## src/rtl/icu_pkg.sv

```systemverilog
package icu_pkg;

  typedef enum logic [1:0] {
    ACT_NMI = 2'd0,
    ACT_RST = 2'd1,
    ACT_BUS = 2'd2,
    ACT_TBL = 2'd3
  } act_kind_e;

  typedef struct packed {
    logic       dis;
    logic       ena;
    logic       pfx;
    logic       halt;
    logic       retx;
    logic       im_set;
    logic [1:0] im_val;
    logic       ld_pg;
    logic       rd_ir;
  } op_cmd_t;

  // main-page opcodes
  localparam logic [7:0] OPC_DI   = 8'hF3;
  localparam logic [7:0] OPC_EI   = 8'hFB;
  localparam logic [7:0] OPC_IXP  = 8'hDD;
  localparam logic [7:0] OPC_IYP  = 8'hFD;
  localparam logic [7:0] OPC_HALT = 8'h76;
  // extended-page opcodes
  localparam logic [7:0] EXT_LDI  = 8'h47;
  localparam logic [7:0] EXT_RDI  = 8'h57;
  localparam logic [7:0] EXT_RDR  = 8'h5F;

endpackage

```

## src/rtl/icu_decode.sv

```systemverilog
module icu_decode
  import icu_pkg::*;
(
  input  logic       op_valid,
  input  logic       op_ext,
  input  logic [7:0] op_byte,
  output op_cmd_t    cmd
);

  logic grp01;
  assign grp01 = (op_byte[7:6] == 2'b01);

  always_comb begin
    cmd = '0;
    if (op_valid) begin
      if (!op_ext) begin
        cmd.dis  = (op_byte == OPC_DI);
        cmd.ena  = (op_byte == OPC_EI);
        cmd.pfx  = (op_byte == OPC_IXP) || (op_byte == OPC_IYP);
        cmd.halt = (op_byte == OPC_HALT);
      end else begin
        cmd.retx   = grp01 && (op_byte[2:0] == 3'b101);
        cmd.im_set = grp01 && (op_byte[2:0] == 3'b110);
        unique case (op_byte[4:3])
          2'b10:   cmd.im_val = 2'd1;
          2'b11:   cmd.im_val = 2'd2;
          default: cmd.im_val = 2'd0;
        endcase
        cmd.ld_pg = (op_byte == EXT_LDI);
        cmd.rd_ir = (op_byte == EXT_RDI) || (op_byte == EXT_RDR);
      end
    end
  end

endmodule

```

## src/rtl/icu_edge.sv

```systemverilog
module icu_edge (
  input  logic clk,
  input  logic rst_n,
  input  logic line_n,
  input  logic clr,
  output logic pend_eff
);

  logic prev_q;
  logic pend_q;
  logic fall;

  assign fall     = prev_q & ~line_n;
  assign pend_eff = pend_q | fall;

  always_ff @(posedge clk) begin
    if (!rst_n) begin
      prev_q <= 1'b1;
      pend_q <= 1'b0;
    end else begin
      prev_q <= line_n;
      pend_q <= pend_eff & ~clr;
    end
  end

  AST_PEND_HOLD: assert property (@(posedge clk) disable iff (!rst_n)
    (pend_q && !clr) |=> pend_q);

endmodule

```

## src/rtl/icu_pick.sv

```systemverilog
module icu_pick
  import icu_pkg::*;
#(
  parameter int DATA_W  = 8,
  parameter int TS_W    = 5,
  parameter int NMI_VEC = 'h0066,
  parameter int RST_VEC = 'h0038,
  parameter int TS_M0   = 13,
  parameter int TS_M1   = 13,
  parameter int TS_M2   = 19,
  parameter int TS_NMI  = 11
) (
  input  logic                  clk,
  input  logic                  rst_n,
  input  logic                  bnd,
  input  logic                  inh,
  input  logic                  busy,
  input  logic                  nmi_pend,
  input  logic                  int_n,
  input  logic                  iff1,
  input  logic [1:0]            im,
  input  logic [DATA_W-1:0]     vpage,
  input  logic [DATA_W-1:0]     bus,
  output logic                  take_nmi,
  output logic                  take_int,
  output act_kind_e             kind,
  output logic [2*DATA_W-1:0]   addr,
  output logic [DATA_W-1:0]     data,
  output logic [TS_W-1:0]       cyc
);

  localparam int ADDR_W = 2 * DATA_W;

  logic elig;
  assign elig     = bnd & ~inh & ~busy;
  assign take_nmi = elig & nmi_pend;
  assign take_int = elig & ~nmi_pend & ~int_n & iff1;

  always_comb begin
    kind = ACT_NMI;
    addr = ADDR_W'(NMI_VEC);
    data = '0;
    cyc  = TS_W'(TS_NMI);
    if (!nmi_pend) begin
      data = bus;
      unique case (im)
        2'd0: begin
          kind = ACT_BUS;
          addr = '0;
          cyc  = TS_W'(TS_M0);
        end
        2'd1: begin
          kind = ACT_RST;
          addr = ADDR_W'(RST_VEC);
          cyc  = TS_W'(TS_M1);
        end
        default: begin
          kind = ACT_TBL;
          addr = {vpage, bus};
          cyc  = TS_W'(TS_M2);
        end
      endcase
    end
  end

  AST_ONE_TAKE: assert property (@(posedge clk) disable iff (!rst_n)
    $onehot0({take_nmi, take_int}));

endmodule

```

## src/rtl/irqc_top.sv

```systemverilog
module irqc_top
  import icu_pkg::*;
#(
  parameter int DATA_W  = 8,
  parameter int TS_W    = 5,
  parameter int NMI_VEC = 'h0066,
  parameter int RST_VEC = 'h0038,
  parameter int TS_M0   = 13,
  parameter int TS_M1   = 13,
  parameter int TS_M2   = 19,
  parameter int TS_NMI  = 11
) (
  input  logic                clk,
  input  logic                rst_n,
  input  logic                nmi_n,
  input  logic                int_n,
  input  logic [DATA_W-1:0]   int_bus,
  input  logic                op_valid,
  input  logic                op_ext,
  input  logic [7:0]          op_byte,
  input  logic [DATA_W-1:0]   acc_in,
  input  logic                bnd,
  output logic                act_valid,
  input  logic                act_ready,
  output logic [1:0]          act_kind,
  output logic [2*DATA_W-1:0] act_addr,
  output logic [DATA_W-1:0]   act_byte,
  output logic [TS_W-1:0]     act_cycles,
  output logic                act_halt_exit,
  output logic                halt_o,
  output logic                en_main,
  output logic                en_save,
  output logic [1:0]          mode_o,
  output logic [DATA_W-1:0]   vpage_o,
  output logic                pv_valid,
  output logic                pv_o
);

  localparam int ADDR_W = 2 * DATA_W;

  op_cmd_t cmd;

  logic              iff1_q, iff2_q, halt_q, inh_q;
  logic [1:0]        im_q;
  logic [DATA_W-1:0] pg_q;

  logic              iff1_n, iff2_n, halt_n, inh_eff;
  logic [1:0]        im_n;
  logic [DATA_W-1:0] pg_n;

  logic              nmi_pend, take_nmi, take_int, take;
  act_kind_e         pk_kind;
  logic [ADDR_W-1:0] pk_addr;
  logic [DATA_W-1:0] pk_data;
  logic [TS_W-1:0]   pk_cyc;

  logic              av_q, hx_q, pvv_q, pv_q;
  act_kind_e         kind_q;
  logic [ADDR_W-1:0] addr_q;
  logic [DATA_W-1:0] data_q;
  logic [TS_W-1:0]   cyc_q;

  icu_decode u_dec (
    .op_valid (op_valid),
    .op_ext   (op_ext),
    .op_byte  (op_byte),
    .cmd      (cmd)
  );

  // state as it stands once the current opcode has taken effect
  always_comb begin
    iff1_n = iff1_q;
    iff2_n = iff2_q;
    im_n   = im_q;
    pg_n   = pg_q;
    halt_n = halt_q;
    if (cmd.dis) begin
      iff1_n = 1'b0;
      iff2_n = 1'b0;
    end
    if (cmd.ena) begin
      iff1_n = 1'b1;
      iff2_n = 1'b1;
    end
    if (cmd.retx)   iff1_n = iff2_q;
    if (cmd.im_set) im_n   = cmd.im_val;
    if (cmd.ld_pg)  pg_n   = acc_in;
    if (cmd.halt)   halt_n = 1'b1;
  end

  assign inh_eff = inh_q | cmd.dis | cmd.ena | cmd.pfx;

  icu_edge u_nmi (
    .clk      (clk),
    .rst_n    (rst_n),
    .line_n   (nmi_n),
    .clr      (take_nmi),
    .pend_eff (nmi_pend)
  );

  icu_pick #(
    .DATA_W  (DATA_W),
    .TS_W    (TS_W),
    .NMI_VEC (NMI_VEC),
    .RST_VEC (RST_VEC),
    .TS_M0   (TS_M0),
    .TS_M1   (TS_M1),
    .TS_M2   (TS_M2),
    .TS_NMI  (TS_NMI)
  ) u_pick (
    .clk      (clk),
    .rst_n    (rst_n),
    .bnd      (bnd),
    .inh      (inh_eff),
    .busy     (av_q),
    .nmi_pend (nmi_pend),
    .int_n    (int_n),
    .iff1     (iff1_n),
    .im       (im_n),
    .vpage    (pg_n),
    .bus      (int_bus),
    .take_nmi (take_nmi),
    .take_int (take_int),
    .kind     (pk_kind),
    .addr     (pk_addr),
    .data     (pk_data),
    .cyc      (pk_cyc)
  );

  assign take = take_nmi | take_int;

  always_ff @(posedge clk) begin
    if (!rst_n) begin
      iff1_q <= 1'b0;
      iff2_q <= 1'b0;
      im_q   <= 2'd0;
      pg_q   <= '0;
      halt_q <= 1'b0;
      inh_q  <= 1'b0;
      av_q   <= 1'b0;
      hx_q   <= 1'b0;
      kind_q <= ACT_NMI;
      addr_q <= '0;
      data_q <= '0;
      cyc_q  <= '0;
      pvv_q  <= 1'b0;
      pv_q   <= 1'b0;
    end else begin
      iff1_q <= take ? 1'b0 : iff1_n;
      iff2_q <= take_int ? 1'b0 : iff2_n;
      im_q   <= im_n;
      pg_q   <= pg_n;
      halt_q <= take ? 1'b0 : halt_n;
      inh_q  <= bnd ? 1'b0 : inh_eff;
      if (take) begin
        av_q   <= 1'b1;
        hx_q   <= halt_n;
        kind_q <= pk_kind;
        addr_q <= pk_addr;
        data_q <= pk_data;
        cyc_q  <= pk_cyc;
      end else if (av_q && act_ready) begin
        av_q <= 1'b0;
      end
      pvv_q <= cmd.rd_ir;
      if (cmd.rd_ir) pv_q <= iff2_q;
    end
  end

  assign act_valid     = av_q;
  assign act_kind      = kind_q;
  assign act_addr      = addr_q;
  assign act_byte      = data_q;
  assign act_cycles    = cyc_q;
  assign act_halt_exit = hx_q;
  assign halt_o        = halt_q;
  assign en_main       = iff1_q;
  assign en_save       = iff2_q;
  assign mode_o        = im_q;
  assign vpage_o       = pg_q;
  assign pv_valid      = pvv_q;
  assign pv_o          = pv_q;

  AST_ACT_HOLD: assert property (@(posedge clk) disable iff (!rst_n)
    (av_q && !act_ready) |=> (av_q && $stable(addr_q) && $stable(kind_q) && $stable(cyc_q)));
  AST_ACC_AT_BND: assert property (@(posedge clk) disable iff (!rst_n)
    $rose(av_q) |-> ($past(bnd) && !$past(inh_eff)));
  AST_NMI_KEEPS_SAVE: assert property (@(posedge clk) disable iff (!rst_n)
    ($rose(av_q) && kind_q == ACT_NMI) |-> (!iff1_q && iff2_q == $past(iff2_q)));
  AST_INT_CLEARS: assert property (@(posedge clk) disable iff (!rst_n)
    ($rose(av_q) && kind_q != ACT_NMI) |-> (!iff1_q && !iff2_q));
  AST_HALT_RELEASE: assert property (@(posedge clk) disable iff (!rst_n)
    $fell(halt_q) |-> ($rose(av_q) && hx_q));
  AST_PV_COPY: assert property (@(posedge clk) disable iff (!rst_n)
    pvv_q |-> (pv_q == $past(iff2_q)));

endmodule

```

## config.mk

```make
export PLATFORM = sky130hd
export DESIGN_NAME = irqc_top
export DESIGN_NICKNAME = d
export VERILOG_FILES = /design/src/rtl/icu_pkg.sv /design/src/rtl/icu_decode.sv /design/src/rtl/icu_edge.sv /design/src/rtl/icu_pick.sv /design/src/rtl/irqc_top.sv
export SDC_FILE = /design/constraint.sdc
export NUM_CORES = 1
export LEC_CHECK = 0
export BUFFER_PORTS_ARGS = -buffer_cell sky130_fd_sc_hd__buf_2
export CAP_MARGIN = 20
export CORE_MARGIN = 2
export CORE_UTILIZATION = 51
export DETAILED_ROUTE_END_ITERATION = 8
export GPL_ROUTABILITY_DRIVEN = 0
export MAX_ROUTING_LAYER = met4
export PLACE_DENSITY = 0.8
export RECOVER_POWER = 25
export SETUP_SLACK_MARGIN = 0.5
export SYNTH_ARGS = -nofsm -noshare
export SYNTH_HDL_FRONTEND = slang
export SYNTH_HIERARCHICAL = 1
export SYNTH_SLANG_ARGS = --single-unit
```

## constraint.sdc

```tcl
create_clock -name clk -period 2.93 [get_ports clk]
set_clock_uncertainty 0.2 [all_clocks]
set_input_delay 0.586 -clock clk [delete_from_list [all_inputs] [get_ports clk]]
set_output_delay 0.586 -clock clk [all_outputs]
set_load 0.01 [all_outputs]
```

# == Word level (Yosys, flattened, before mapping) ==
# Index checks and enable logic that the tools add are counted.
# word_totals
out_inout_bits,48
regBits,51
input_bits,32
word_cells,83
# op_classes
bitwise,20
n_mux,21
n_eq_ne,14
reduce_logical,12
# op_table
cell,count
8-bit by 7-bit equality test with 1-bit output (second input constant),4
8-bit equality test (second input constant),4
16-bit one-hot mux with 2 select lines,1
16-bit two-way mux,1
8-bit two-way mux,2
10-bit two-way mux,1
5-bit two-way mux,2
1-bit AND,8
1-bit two-way mux,8
2-bit one-hot mux with 2 select lines,2
2-bit OR reduction,4
1-bit inverter,7
3-bit equality test (second input constant),2
6-bit two-way mux,1
1-bit bitwise OR,5
2-bit by 1-bit equality test with 1-bit output (second input constant),2
2-bit equality test (second input constant),2
2-bit two-way mux,2
4-bit two-way mux,1
2-bit nonzero test,2
1-bit logical AND,3
2-bit logical NOT,1
1-bit logical OR,2

# == Longest topological paths before layout ==
# Gate-level depths: netlist of run 1.
# depth
ltp_word,15
mapped_depth,9
depth_no_buf,7

# == Cells and area by module ==
# Netlist of run 1, hierarchy kept.
# by_module_without_submodules
module,instances,seq_area_each_um2,cells_each,area_per_inst_um2
irqc_top,1,980.9,203,2075.7
icu_pick,1,0.0,45,269.0
icu_decode,1,0.0,22,150.1
icu_edge,1,40.0,7,72.6

# == Worst setup path before layout of run 1 ==
# Ideal clock, no wire load.
# synth_timing
path_kind,input port to flip-flop
startpoint,in op_ext
endpoint,"reg hx_q, in the netlist act_halt_exit"
required_ns,2.608
slack_ns,0.301
n_path_buf,1
t_arrival_ns,2.307
setup_time_ns,0.122
cell_stages,8
path_cell_list,nand3b_1 nor3_1 or4_4 nor3b_1 and3_1 clkbuf_1 nor2_1 o311a_1
# synth_rtl
item,line_no,text
from (decl),irqc_top.sv:19,"input logic op_ext,"
to (signal assigned),irqc_top.sv:157,hx_q <= halt_n;
to (decl),irqc_top.sv:57,"logic av_q, hx_q, pvv_q, pv_q;"

==> flow_summary.ini, run 1 <==
[outcome]
status = completed

[worst_setup_path]
critPathMaxFanout = 6
endpoint_kind = flip-flop
crit_path_cell_trace = buf_8, nand3b_1, nor3_2, or4_4, nor3b_4, and2_4, buf_6, buf_4, or3b_4, a211oi_2
crit_start = op_ext
rr_worst_depth = 6
r2r_start = inh_q$_SDFF_PP0_
ff2ff_setup_slack_ns = 0.78
criticalPathCategory = primary input to flip-flop
critical-path-max-stage-delay_ns = 0.39
startpoint_type = primary input
cp.arrival_ns = 2.50
required_ns = 2.96
crit_slowest_cell = or3b_4

[die]
dieWidth_um = 75.0
dieArea_mm2 = 0.00562
start_util_pct = 53.6
ioPinCount = 80
core_mm2 = 0.00479
die_y_um = 75.0
rows = 25

[routing]
drtIter0Drc = 144
met1_length_mm = 2.98
wl_per_cell_um = 15.1
highest_layer = met4
finalWirelength_mm = 6.55
met2WireLength_mm = 3.15
ant_nets = 0
drtPass1Iterations = 4
vias = 2326
wl_met3_um = 365
drc = 0
viasPerCell = 5.35

[cts]
cts_sinks = 51
cts-buffers-inserted = 5
cts_tree = built
path_clk_slew_ns = 0.09
htree_levels = 2
cts_max_path_buffers = 2
clk_latency_ns = 0.30
root_buffer = clkbuf_8

[sta]
fin_crit_ns = 2.47
worst_pin_slew_ns = 0.973
slew_headroom_pct = 35.1
final_hold_viol_count = 0
rsz0062_at_grt = true
clock.fmax_mhz = 404
finalSetupTns_ns = 0
hold_ws_ns = 0.290
slew_viol_final = 0
setup_viol_count_final = 0
timing.final.crit_share_pct = 84.4

[finish]
nets = 399
areaGrowthSynthToFinish_pct = 32.8
final_core_util_pct = 71.2
fin_area_mm2 = 0.00341
drive_gt1_share_pct = 32.9
n_antenna_cell = 0

[power_and_ir_drop]
p_clk_share_pct = 30.3
p_leak_nw = 1.42
pwr-share-seq_pct = 55.0
p_int_w = 0.000976
cellPowerDensity_mw_per_mm2 = 383
swShare_pct = 25.3
pwr-share-comb_pct = 14.7
p_sw_w = 0.000330
peakVddDrop_mv = 0.301

[grt]
grt_pass1_vias = 2021
grt_max_degree = 27
grt_first_pass_wirelength_mm = 9.23
grtUsageTotal_pct = 21.8
antenna_found_initial = 0
grt_remaining_overflow = 0

[yosys]
yosysTopAreaCellShare_pct = 39.8
synth_cells = 277
synth_seq_area_share_pct = 39.8
ys_seq_elements = 51
synthTopCellsByArea = dfxtp_1, or3b_1, a21boi_1
synth_commonest_cells = dfxtp_1, o21ai_0, or3b_1
syn_area_mm2 = 0.00257
ys_warn_count = 6
postSynthAreaPerCell_um2 = 9.27
synth_ff_type = dfxtp_1
syn_nets = 309
synth_edf_count = 0
yosysMostFrequentCell = dfxtp_1
synthArstFlopShare_pct = 0
synth_largest_area_cell = dfxtp_1
synth_cell_types = 39

[place]
port_buffers = 79
placed_area_mm2 = 0.00303
dp_hpwl_mm = 3.91

[run]
drv_cap = 0

[hold_path]
hp-start = nmi_n
hold_path.class = primary input to flip-flop
min_path_cells = 2
## final cells by class
class                      instances  area, um2
inverter                           6       22.5
tap                               67       83.8
fill                             383       1380
timing repair buffer             103        726
clock buffer                       7       76.3
sequential                        51       1020
multi-input combinational        200       1480
clock inverter                     1       5.00
## repair_timing
action	4_1_cts	5_1_grt
cloned	2	6
gates resized for setup	3	38
buffers inserted	7	5
setup endpoints to repair	21	36
hold buffers	0	0
pin swaps	3	18
## worst max-delay path: cells and delay by family
family                 cells  cell delay, ns
and+or+nand+nor            6            1.42
AOI/OAI and AO/OA          1            0.14
buffers and inverters      3            0.37
## worst paths after layout
check | end
setup reg to reg | act_addr[14]$_SDFFE_PN0P_
setup / recovery | en_main$_SDFF_PP0_
hold reg to reg | halt_o$_SDFF_PP0_
hold / removal | u_nmi/prev_q$_SDFF_PN1_
## cell families after synthesis
group	after synthesis	synth area share, %
and+or+nand+nor	109	29.7
buffers and inverters	31	6.72
other	1	0.146
muxes	11	4.78
AOI/OAI and AO/OA	74	18.9
DFF	51	39.8
## registers in the layout, indices dropped and copies added (netlist names), 2 cells and up
register / count
act_cycles: 5
mode_o: 2
vpage_o: 8
act_byte: 8
act_addr: 16
act_kind: 2
## metrics by stage
step / power, W / worst slack (ns) / cells
CTS: 0.00129 / 0.490 / 424
floorplan: 0.000838 / 0.470 / 277
detailed placement: 0.000892 / 0.104 / 407
finish: 0.00131 / 0.457 / 435
global placement: 0.000889 / 0.126 / 407
global route: 0.00136 / 0.405 / 435
## layer usage
layer | global-route usage, % | vias up
li1 | - | 1147
met3 | 3.35 | 6
met4 | 6.15 | 0
met2 | 35.0 | 76
met5 | - | -
met1 | 28.7 | 1097
## cell usage in the layout, fill, tap and decap left out, types with 3 or more instances in the layout
cell type  instances
dfxtp_1           51
buf_2             48
o21ai_0           31
or3b_1            29
a21boi_1          27
clkbuf_1          24
and2_1            20
buf_4             15
nor2b_1           12
mux2_2            10
nor2_1             8
buf_6              8
inv_1              6
clkbuf_8           5
a21boi_0           4
buf_12             4
nand4b_1           4
nor3_2             4
nand2_1            4
or3b_4             3
nand2b_1           3
and3_2             3
clkbuf_16          3
buf_8              3
nor3_1             3
a21o_1             3
## power by group through the flow
stage	Sequential, W	Combinational, W	Clock (W)
after floorplan	0.000740	0.0000978	0
after global placement	0.000733	0.000156	0
after detailed placement	0.000733	0.000159	0
after CTS	0.000718	0.000173	0.000403
after global routing	0.000720	0.000209	0.000433
final	0.000718	0.000192	0.000396
No activity file was read; power rests on OpenSTA's default activity.
==> run 2: changes to the inputs <==
ABC_AREA = 1   (was unset)
CORE_UTILIZATION = 46   (was 51)
PLACE_DENSITY = 0.76   (was 0.8)
clock period = 2 ns   (was 2.93 ns; I/O delays follow)
==> run 2 against run 1 <==
  * The flow now finishes with violations (setup timing)
  * Combinational power increased to 2.9 times the previous value
  * Die area is 8.8% higher
  * Setup slack got worse by 0.47 ns
  * Wire length increased by 5.4%
  * Global-route usage decreased by 0.39 points
  * Non-clock buffer count grew 19
  * Utilization decreased by 2.5 points
  * Cell area up 9.0%
  * Sequential cell count is the same
  * Critical path type unchanged
  * Largest power group unchanged
==> flow_summary.ini, run 2 <==
[yosys]
syn_area_mm2 = 0.00253
synth_edf_count = 0
synth_cells = 415
synth_seq_area_share_pct = 40.3
synthTopCellsByArea = dfxtp_1, nand2_1, nor2_1
ys_seq_elements = 51
ys_warn_count = 6
synth_cell_types = 22
yosysTopAreaCellShare_pct = 40.3
synth_largest_area_cell = dfxtp_1
synth_commonest_cells = nand2_1, nor2_1, inv_1
synthArstFlopShare_pct = 0
syn_nets = 447
synth_ff_type = dfxtp_1
postSynthAreaPerCell_um2 = 6.10
yosysMostFrequentCell = nand2_1

[grt]
grt_first_pass_wirelength_mm = 10.4
grt_pass1_vias = 2399
antenna_found_initial = 0
grt_remaining_overflow = 0
grt_max_degree = 29
grtUsageTotal_pct = 21.4

[routing]
drtPass1Iterations = 6
wl_per_cell_um = 11.5
vias = 2749
ant_nets = 0
drc = 0
finalWirelength_mm = 6.91
viasPerCell = 4.58
drtIter0Drc = 77

[die]
start_util_pct = 46.9
rows = 27
dieArea_mm2 = 0.00611
dieWidth_um = 78.2
die_y_um = 78.2
ioPinCount = 80
core_mm2 = 0.00541

[place]
dp_hpwl_mm = 4.28
dp.cells = 571
port_buffers = 79

[power_and_ir_drop]
p_leak_nw = 2.02
p_sw_w = 0.000688
finalPower_w = 0.00226
swShare_pct = 30.4
pwr-share-comb_pct = 24.7
peakVddDrop_mv = 0.389
cellPowerDensity_mw_per_mm2 = 609
p_int_w = 0.00157
p_clk_share_pct = 26.5
pwr-share-seq_pct = 48.8

[worst_setup_path]
startpoint_type = primary input
required_ns = 2.01
r2r_end = act_cycles[3]$_SDFFE_PN0P_
r2r_start = inh_q$_SDFF_PP0_
crit_path_cell_trace = buf_2, nand2_2, nor2_1, nand2_1, nor2_2, nor2_1, nand2_1, nand3b_1, nor2_4, nor2_4, buf_12, buf_12, clkbuf_16, nor2_4, nor2_1
cp.arrival_ns = 2.03
criticalPathCategory = primary input to flip-flop
critPathMaxFanout = 8
critical-path-max-stage-delay_ns = 0.26
crit_slowest_cell = nand3b_1
rr_worst_depth = 10
endpoint_kind = flip-flop
ff2ff_setup_slack_ns = 0.15

[cts]
clk_latency_ns = 0.31
cts_sinks = 51
path_clk_slew_ns = 0.09
htree_levels = 2
cts_tree = built
cts_max_path_buffers = 2
root_buffer = clkbuf_8
cts-buffers-inserted = 5

[sta]
fin_crit_ns = 2.01
fin_ws_ns = -0.0114
rsz0062_at_grt = true
slew_viol_final = 0
hold_ws_ns = 0.0779
final_hold_viol_count = 0
timing.final.crit_share_pct = 101
setup_viol_count_final = 4
clock.fmax_mhz = 497

[finish]
nets = 559
stdcell_count = 600
final_common_cell = nand2_1
multi_input_area_mm2 = 0.00135
largest_reg_flops = 16
n_antenna_cell = 0
nFillCells = 465
drive_gt1_share_pct = 37.1
areaGrowthSynthToFinish_pct = 46.7
layout_common_cells = nand2_1, buf_2, nor2_1
seq_area_mm2 = 0.00102

[hold_path]
hp-start = nmi_n
min_path_cells = 3
hold_path.class = primary input to flip-flop
min_to = u_nmi/prev_q$_SDFF_PN1_

[outcome]
status = finished with violations
violations = setup timing

[run]
drv_cap = 0
-- run 2: cell types whose count changed in the layout (fill, tap and decap cells not counted), sizes merged, moves of 14 or more --
cell    delta
and2      -23
inv       +63
nor2b     -14
or3b      -32
nor2     +102
nand2    +129
buf       +41
o21ai     -26
clkbuf    -24
a21boi    -32
-- run 2: area by class of cell --
class	instances	share of cell area (%)
Clock inverter	3	0.505
Multi-Input combinational cell	279	36.3
Inverter	68	7.41
Clock buffer	5	1.85
Sequential cell	51	27.5
Tap cell	72	2.43
Timing Repair Buffer	122	24.0
-- run 2: layer usage --
| metal | global-route usage, % | wire length, um | share of wire, % | up-vias |
|---|---|---|---|---|
| met2 | 37.2 | 3500 | 51 | 75 |
| met3 | 4.71 | 364 | 5.3 | 14 |
| met4 | 5.61 | 116 | 1.7 | 0 |
| met5 | - | 0 | 0 | - |
| met1 | 25.3 | 2930 | 42 | 1232 |
| li1 | - | - | - | 1428 |
-- run 2: per-stage QoR --
step	utilization [%]	TNS, ns	instance area [um2]	setup WS [ns]
finish	68.7	-0.0249	3710	-0.0114
global route	68.7	-3.52	3710	-0.155
CTS	62.9	0	3400	0.123
detailed placement	57.8	-7.22	3120	-0.230
global placement	57.8	-5.39	3120	-0.174
floorplan	-	0	2570	0.115
-- run 2: how the worst max path moves through the flow --
stage                     startpoint                          to  depth (start not counted)
final                     op_byte[1]  act_cycles[3]$_SDFFE_PN0P_                         15
after global routing      op_byte[2]    act_kind[1]$_SDFFE_PN0P_                         16
after CTS                 op_byte[4]  act_cycles[3]$_SDFFE_PN0P_                         14
after detailed placement  op_byte[2]  act_cycles[0]$_SDFFE_PN0P_                         14
after global placement    op_byte[2]   act_addr[12]$_SDFFE_PN0P_                         14
after floorplan           op_byte[2]    act_addr[0]$_SDFFE_PN0P_                         18
-- run 2: power groups by stage --
| stage | logic [W] | registers (W) | clock network, W |
|---|---|---|---|
| 2_1_floorplan | 0.000237 | 0.00116 | 0 |
| 3_3_place_gp | 0.000408 | 0.00113 | 0 |
| 3_5_place_dp | 0.000418 | 0.00113 | 0 |
| 4_1_cts | 0.000456 | 0.00111 | 0.000617 |
| 5_1_grt | 0.000615 | 0.00111 | 0.000648 |
| 6_report | 0.000558 | 0.00111 | 0.000600 |
-- run 2: kinds of logic after synthesis --
logic type | share of synthesized area [%]
other | 0.148
AOI/OAI and AO/OA | 4.45
and+or+nand+nor | 40.3
DFF | 40.3
buffers and inverters | 14.8
-- run 2: worst max-delay path: cells and delay by family --
family                 cells  cell delay (ns)
buffers and inverters      4             0.56
and+or+nand+nor           11             1.06
-- run 2: what timing repair did --
item,CTS,global route
hold endpoints to repair,0,0
resized for setup,17,60
endpoints found under the setup margin,37,39
setup buffers,12,4
cloned,1,4
hold buffers,0,0
pin swaps,5,25
